**config.mk**
```make
export PLATFORM = sky130hd
export DESIGN_NAME = booth_mul
export DESIGN_NICKNAME = d
export VERILOG_FILES = /design/src/rtl/booth_mul_pkg.sv /design/src/rtl/booth_mul_ctrl.sv /design/src/rtl/booth_mul_dp.sv /design/src/rtl/booth_mul.sv
export SDC_FILE = /design/constraint.sdc
export NUM_CORES = 1
export LEC_CHECK = 0
export ABC_AREA = 1
export BUFFER_PORTS_ARGS = -buffer_cell sky130_fd_sc_hd__buf_2
export CELL_PAD_IN_SITES_DETAIL_PLACEMENT = 1
export CELL_PAD_IN_SITES_GLOBAL_PLACEMENT = 1
export CORE_MARGIN = 5
export CORE_UTILIZATION = 35
export DETAILED_ROUTE_END_ITERATION = 7
export GPL_ROUTABILITY_DRIVEN = 0
export PLACE_DENSITY = 0.79
export RECOVER_POWER = 25
export SYNTH_ARGS = -nofsm -noshare
export SYNTH_HDL_FRONTEND = slang
export SYNTH_SLANG_ARGS = --single-unit
```
**constraint.sdc**
```tcl
create_clock -name clk -period 3 [get_ports clk]
set_input_delay 0.9 -clock clk [delete_from_list [all_inputs] [get_ports clk]]
set_output_delay 0.9 -clock clk [all_outputs]
set_load 0.03 [all_outputs]
```
**src/rtl/booth_mul_pkg.sv**
```systemverilog
package booth_mul_pkg;

  typedef struct packed {
    logic load;
    logic step;
  } mulStrobes_t;

  function automatic logic [31:0] boothTerm(input logic [2:0] trip, input logic [31:0] m);
    logic [31:0] t;
    case (trip)
      3'b001, 3'b010: t = m;
      3'b011:         t = m << 1;
      3'b100:         t = -(m << 1);
      3'b101, 3'b110: t = -m;
      default:        t = '0;
    endcase
    return t;
  endfunction

endpackage

```
**src/rtl/booth_mul_ctrl.sv**
```systemverilog
module booth_mul_ctrl
  import booth_mul_pkg::*;
#(
  parameter int WIDTH = 32
) (
  input  logic        clk,
  input  logic        rstN,
  input  logic        start,
  input  logic        tailIdle,
  output mulStrobes_t strobe,
  output logic        done,
  output logic        busy
);
  localparam int ITER = WIDTH / 2;
  localparam int CNT_W = $clog2(ITER + 1);

  logic             busyQ;
  logic             doneQ;
  logic [CNT_W-1:0] stepCnt;
  logic             finish;

  assign finish      = busyQ && (tailIdle || stepCnt == CNT_W'(ITER));
  assign strobe.load = !busyQ && start;
  assign strobe.step = busyQ && !finish;

  always_ff @(posedge clk) begin
    if (!rstN) begin
      busyQ   <= 1'b0;
      doneQ   <= 1'b0;
      stepCnt <= '0;
    end else begin
      doneQ <= 1'b0;
      if (!busyQ) begin
        if (start) begin
          busyQ   <= 1'b1;
          stepCnt <= '0;
        end
      end else if (finish) begin
        busyQ <= 1'b0;
        doneQ <= 1'b1;
      end else begin
        stepCnt <= stepCnt + CNT_W'(1);
      end
    end
  end

  assign done = doneQ;
  assign busy = busyQ;

  AST_DONE_SINGLE: assert property (@(posedge clk) disable iff (!rstN)
    doneQ |=> !doneQ);
  AST_BUSY_DONE_EXCL: assert property (@(posedge clk) disable iff (!rstN)
    !(doneQ && busyQ));
  AST_START_IGNORED: assert property (@(posedge clk) disable iff (!rstN)
    (busyQ && start && !finish) |=> (busyQ && stepCnt == $past(stepCnt) + CNT_W'(1)));
  AST_STEP_CAP: assert property (@(posedge clk) disable iff (!rstN)
    busyQ |-> stepCnt <= CNT_W'(ITER));
  AST_FINISH_DONE: assert property (@(posedge clk) disable iff (!rstN)
    finish |=> (doneQ && !busyQ));

endmodule

```
**src/rtl/booth_mul_dp.sv**
```systemverilog
module booth_mul_dp
  import booth_mul_pkg::*;
#(
  parameter int WIDTH = 32
) (
  input  logic             clk,
  input  logic             rstN,
  input  mulStrobes_t      strobe,
  input  logic             isSigned,
  input  logic [WIDTH-1:0] mcandIn,
  input  logic [WIDTH-1:0] mplrIn,
  output logic [WIDTH-1:0] acc,
  output logic             tailIdle
);
  logic [WIDTH:0]   scanReg;
  logic [WIDTH-1:0] mcandSh;
  logic             sgnQ;
  logic             extBit;
  logic [WIDTH-1:0] addend;

  assign extBit   = sgnQ & scanReg[WIDTH];
  assign tailIdle = sgnQ ? ((&scanReg) || !(|scanReg)) : !(|scanReg);

  always_comb begin
    addend = '0;
    if (WIDTH == 32) addend = WIDTH'(boothTerm(scanReg[2:0], 32'(mcandSh)));
  end

  always_ff @(posedge clk) begin
    if (!rstN) begin
      scanReg <= '0;
      mcandSh <= '0;
      sgnQ    <= 1'b0;
      acc     <= '0;
    end else if (strobe.load) begin
      scanReg <= {mplrIn, 1'b0};
      mcandSh <= mcandIn;
      sgnQ    <= isSigned;
      acc     <= '0;
    end else if (strobe.step) begin
      scanReg <= {extBit, extBit, scanReg[WIDTH:2]};
      mcandSh <= mcandSh << 2;
      acc     <= acc + addend;
    end
  end

  AST_ZERO_MPLR_IDLE: assert property (@(posedge clk) disable iff (!rstN)
    (strobe.load && mplrIn == '0) |=> tailIdle);
  AST_SIGNED_ONES_IDLE: assert property (@(posedge clk) disable iff (!rstN)
    (strobe.load && isSigned && (&mplrIn)) |=> (!tailIdle && strobe.step) |=> tailIdle);
  AST_ACC_CLEAR: assert property (@(posedge clk) disable iff (!rstN)
    strobe.load |=> acc == '0);

endmodule

```
**src/rtl/booth_mul.sv**
```systemverilog
module booth_mul
  import booth_mul_pkg::*;
#(
  parameter int WIDTH = 32
) (
  input  logic             clk,
  input  logic             rstN,
  input  logic             start,
  input  logic             isSigned,
  input  logic [WIDTH-1:0] multiplicand,
  input  logic [WIDTH-1:0] multiplier,
  output logic [WIDTH-1:0] product,
  output logic             done,
  output logic             busy
);
  mulStrobes_t strobe;
  logic        tailIdle;

  booth_mul_ctrl #(.WIDTH(WIDTH)) u_ctrl (
    .clk(clk), .rstN(rstN), .start(start), .tailIdle(tailIdle),
    .strobe(strobe), .done(done), .busy(busy)
  );

  booth_mul_dp #(.WIDTH(WIDTH)) u_dp (
    .clk(clk), .rstN(rstN), .strobe(strobe), .isSigned(isSigned),
    .mcandIn(multiplicand), .mplrIn(multiplier),
    .acc(product), .tailIdle(tailIdle)
  );

  AST_PRODUCT_HELD: assert property (@(posedge clk) disable iff (!rstN)
    (!busy && !start) |=> $stable(product));

endmodule

```
Word level (Yosys, flattened, before mapping). Index checks and enable logic that the tools add are counted.

Register bits: 105. Output and inout bits: 34.

Add/subtract/negate cells: 4. Eq/ne operators: 8. Multiplexer cells: 13. Reductions and logical operators: 17. Bitwise operators: 2.

Operators by type and width (count): $pmux W32 S4 (1); $mux W33 (2); $mux W32 (2); $neg A32 Y32 (2); $reduce_and A33 Y1 (1); $reduce_or A33 Y1 (1); $add A32 B32 Y32 (1); $mux W5 (3); $eq A3 B3 Y1 const B (3); $eq A3 B2 Y1 const B (2); $reduce_or A2 Y1 (3); $add A5 B1 Y5 const B (1); $eq A5 B5 Y1 const B (1); $mux W1 (5); $reduce_and A2 Y1 (2); $reduce_bool A2 Y1 (2); $eq A3 B1 Y1 const B (1); $logic_and A1 B1 Y1 (3); $logic_not A1 Y1 (3); $logic_or A1 B1 Y1 (2); $ne A2 B2 Y1 const B (1); $and A1 B1 Y1 (1); $not A1 Y1 (1).

Logic depth before layout (Yosys ltp).
Word-level depth: 10. Gate-level depth with buffers: 26.

By module. From an unflattened synthesis, not the netlist that was laid out.

Cell total of the unflattened synthesis: 1263. Area, all modules: 7943.9 µm².

By module, submodules not included: booth_mul_dp (cells an instance 1212, instances 1, area an instance 7551.0 µm², sequential area each 1961.9 µm²); booth_mul_ctrl (cells an instance 51, instances 1, area an instance 392.9 µm², sequential area each 140.1 µm²).

Worst setup path before layout. OpenSTA, ideal clock, no wires.

Path type: register to register. Start: register u_dp.mcandSh[0]. End: register u_dp.acc[28]. Data arrival time: 2.967 ns. Data required time: 2.887 ns. Clock period less this slack: 3.080 ns. Buffers on the path: 0. Stages on the path, launching flop included: 21. Slack: -0.080 ns. Setup time: 0.113 ns. Cell sequence: dfxtp_1 > inv_1 > ha_1 > inv_1 > nor2_1 > inv_1 > nor2_1 > nand3_1 > xor2_1 > a221oi_1 > o21ai_0 > ha_1 > nand2_1 > nor2_1 > nand4_1 > o21ai_0 > nand2_1 > o21ai_0 > nor2_1 > o21ai_1 > inv_1.

Word-level cells in the longest chain between the ends: 3. Elaborated cells between the ends (all ways): 4. Classes of those cells: add/sub (3); mux (1).

Ends and longest elaborated chain: start: declaration (line booth_mul_dp.sv:16) `logic [WIDTH-1:0] mcandSh;`; start signal: assignment (line booth_mul_dp.sv:37) `mcandSh <= mcandIn;`; start signal: assignment (line booth_mul_dp.sv:42) `mcandSh <= mcandSh << 2;`; $neg A32 Y32, on equally long branches (line booth_mul_pkg.sv:14, booth_mul_pkg.sv:13); $pmux W32 S4 (*) (line booth_mul_pkg.sv:10) `case (trip)`; $add A32 B32 Y32 (*) (line booth_mul_dp.sv:43) `acc <= acc + addend;`; end signal: assignment (line booth_mul_dp.sv:43); end: declaration (line booth_mul_dp.sv:12) `output logic [WIDTH-1:0] acc,`.

Every way passes the cells marked *; elsewhere a longest branch is shown, timed or not. A chain may end at the register's enable or synchronous reset.

Worst setup path in the final report.
Start: register u_dp.mcandSh[0]. End: register u_dp.acc[23].

Same word-level chain as after synthesis.

==> qor.yml <==
routing:
  drt-initial-drc-count: 783
  avgRoutedWirePerCell_um: 23.0
  drc: 0
  firstDrtPassIters: 7
  num_vias: 10200
  vias_per_cell: 5.84
  wirelength_mm: 40.0
  antenna_left: 0
grt:
  grt_pass1_vias: 10100
  grt_pass1_wl_mm: 51.7
  grt_max_degree: 65
  gr-total-overflow: 0
  antenna_found_initial: 3
  grt_usage_pct: 26.0
floorplan:
  die_x_um: 158
  ios: 102
  rows: 54
  dieHeight_um: 158
  die-area_um2: 24800
  start_util_pct: 35.2
  core_area_um2: 21600
placed_design:
  dp_hpwl_mm: 22.7
  numPortBuffers: 101
  place_area_um2: 9540
  placedCellCount: 1689
logic_synthesis:
  synth_edf_count: 0
  postSynthAreaPerCell_um2: 6.41
  synth.distinct_cells: 49
  async_flop_share_pct: 0
  synthesis.area_um2: 7620
  synth_cells: 1189
  yosysSeqAreaShare_pct: 27.6
  ys_seq_elements: 105
  synth_warnings: 0
  ys.flop_type: "dfxtp_1"
  synth_fp_nets: 1292
critical_path:
  cp_data_required_time_ns: 3.26
  r2r_setup_slack_ns: -0.70
  cp-start-kind: "flip-flop"
  reg2reg_depth: 22
  path_class: "flip-flop to flip-flop"
  r2r-start: "u_dp.mcandSh[0]"
  crit_arrival_ns: 3.96
  crit_fanout: 3
  endpoint_kind: "flip-flop"
  r2r_end: "u_dp.acc[23]"
cells_and_area:
  layout_common_cells: "nand2_1 (235), buf_4 (183), inv_1 (121)"
  fin_area_um2: 11400
  n_fill_cell: 2775
  regArea_um2: 2110
  multi_input_area_um2: 6090
  layout_commonest_cell: "nand2_1"
  fin_cells: 1738
  drive_gt1_share_pct: 37.9
  antenna_cells: 0
  final_nets: 1556
  areaGrowthSynthToFinish_pct: 49.6
min_path:
  min_from: "u_dp.acc[0]"
  holdPathStages: 2
  hold_class: "flip-flop to flip-flop"
  worstHoldEndpoint: "u_dp.acc[0]"
clocking:
  cts_root_buffer: "clkbuf_16"
  cts_buffers: 9
  clock_latency_ns: 0.39
  cts_buffer_depth: 2
  clk_pin_slew_ns: 0.09
  htreeDepth: 3
  cts_sinks: 105
  cts_tree: "built"
  hold_buffers: 0
power:
  leakage_nw: 4.84
  power.total_w: 0.00514
  ir_drop_mv: 0.306
  power_density_nw_per_um2: 451
timing:
  setup_viol_count_final: 26
  finalHoldViolCount: 0
  fin_crit_ns: 3.70
  rsz0062_at_grt: "true"
  max_slew_margin_pct: 61.2
  finalWorstSetupSlack_ns: -0.701
  worstMarginPinSlew_ns: 0.581
  fin_crit_sh_pct: 123
  whs_ns: 0.499
  max_freq_mhz: 270
  tns_ns: -8.52
  worst_clock_skew_ns: 0.0114
  drv_slew: 0
outcome:
  violations: "setup timing"
  status: "finished, violations left"
flow_run:
  maxCapViolations: 0
## layer usage
layer | vias to the layer above | track usage [%] | wire, um
met1 | 4915 | 31.3 | 14800
met2 | 539 | 46.2 | 19700
met3 | 219 | 4.56 | 2750
met4 | 6 | 9.55 | 2650
li1 | 4474 | - | -
met5 | - | 0 | 26
## logic make-up after synthesis
logic type	synth area share, %
and+or+nand+nor	28.0
adders and majority gates	5.85
AOI/OAI and AO/OA	23.6
buffers and inverters	9.59
xor gates and xnor gates	5.40
DFF	27.6
## report_power, final
group          switching [W]  leakage [nW]  internal, W
Combinational        0.00132          3.82     0.000887
Clock               0.000711         0.152     0.000608
Sequential          0.000118         0.863      0.00150
## synth_stat cells (2+ instances only)
cell       count  area share, %
nand4_2        2           0.33
buf_2          8           0.53
buf_1          7           0.34
nand3b_1       7           0.69
o21ai_0      118            7.8
a221o_1        6           0.79
buf_4          4           0.39
xor2_1        29            3.3
o22ai_1       22            1.8
nand3_2        2           0.26
nor2_1       120            5.9
clkbuf_1      20           0.99
a221oi_1       2           0.23
buf_6          4           0.59
o21bai_1       4           0.39
nor2_4         2           0.30
nand2_1      284             14
o2111ai_1      8           0.92
ha_1          34            5.6
nand3_1       35            2.3
xnor2_1       18            2.1
nor2_2         4           0.33
inv_1        130            6.4
nand4_1       18            1.5
nor3_1        13           0.85
dfxtp_1      105             28
inv_2          4           0.20
nand2_4        2           0.30
a31oi_1        2           0.16
o21ai_2       11            1.3
o21ai_1       31            2.0
nor4_1         5           0.41
a21oi_1      109            7.2
o21a_1         4           0.39
## critical path: stages, from the launching register on
cell and delay [ns]:
dfxtp_1 0.33, inv_2 0.05, ha_4 0.17, inv_2 0.08, nor2_4 0.05, inv_2 0.11
nor2_4 0.06, buf_4 0.13, buf_6 0.11, xor2_2 0.14, buf_4 0.13, o21ai_0 0.28
ha_1 0.35, nand2_1 0.10, nand2_1 0.09, a21oi_2 0.18, nand2_1 0.12, nand2_1 0.10
nand2_2 0.09, buf_4 0.16, a31oi_1 0.29, xor2_1 0.33, a21oi_1 0.14
## final cells by class
cell class                      count  share of cell area [%]
Timing Repair Buffer              297                    17.8
Multi-Input combinational cell    905                    53.4
Inverter                          135                    4.47
Sequential cell                   105                    18.5
Clock buffer                        9                    1.98
Clock inverter                      7                   0.735
Tap cell                          280                    3.07
## registers in the layout (all words and copies together), names as in the netlist
register,cells
u_dp.mcandSh,32
u_ctrl.done,1
u_dp.scanReg,33
u_dp.acc,32
u_ctrl.stepCnt,5
u_ctrl.busy,1
u_dp.sgnQ,1
## worst max-delay path by stage
stage / startpoint / to / slack, ns / depth (start not counted)
after CTS: u_dp.mcandSh[1] / u_dp.acc[31] / -0.23 / 25
after detailed placement: u_dp.mcandSh[1] / u_dp.acc[25] / -0.71 / 21
after global routing: u_dp.mcandSh[1] / u_dp.acc[23] / -0.74 / 22
after global placement: u_dp.mcandSh[1] / u_dp.acc[25] / -0.50 / 21
final: u_dp.mcandSh[0] / u_dp.acc[23] / -0.70 / 22
after floorplan: u_dp.mcandSh[1] / u_dp.acc[28] / 0.001 / 20
## what timing repair did
item / in CTS / in global routing
resized for setup: 138 / 188
cloned: 0 / 0
buffers inserted: 21 / 13
endpoints found under the setup margin: 24 / 25
pin swaps: 59 / 70
## stage by stage
step,setup slack [ns],util (%)
floorplan,0.00148,-
global placement,-0.498,44.1
detailed placement,-0.705,44.1
CTS,-0.230,48.4
global route,-0.738,52.7
finish,-0.701,52.7
Note: power is estimated with default switching activity, not from simulation.
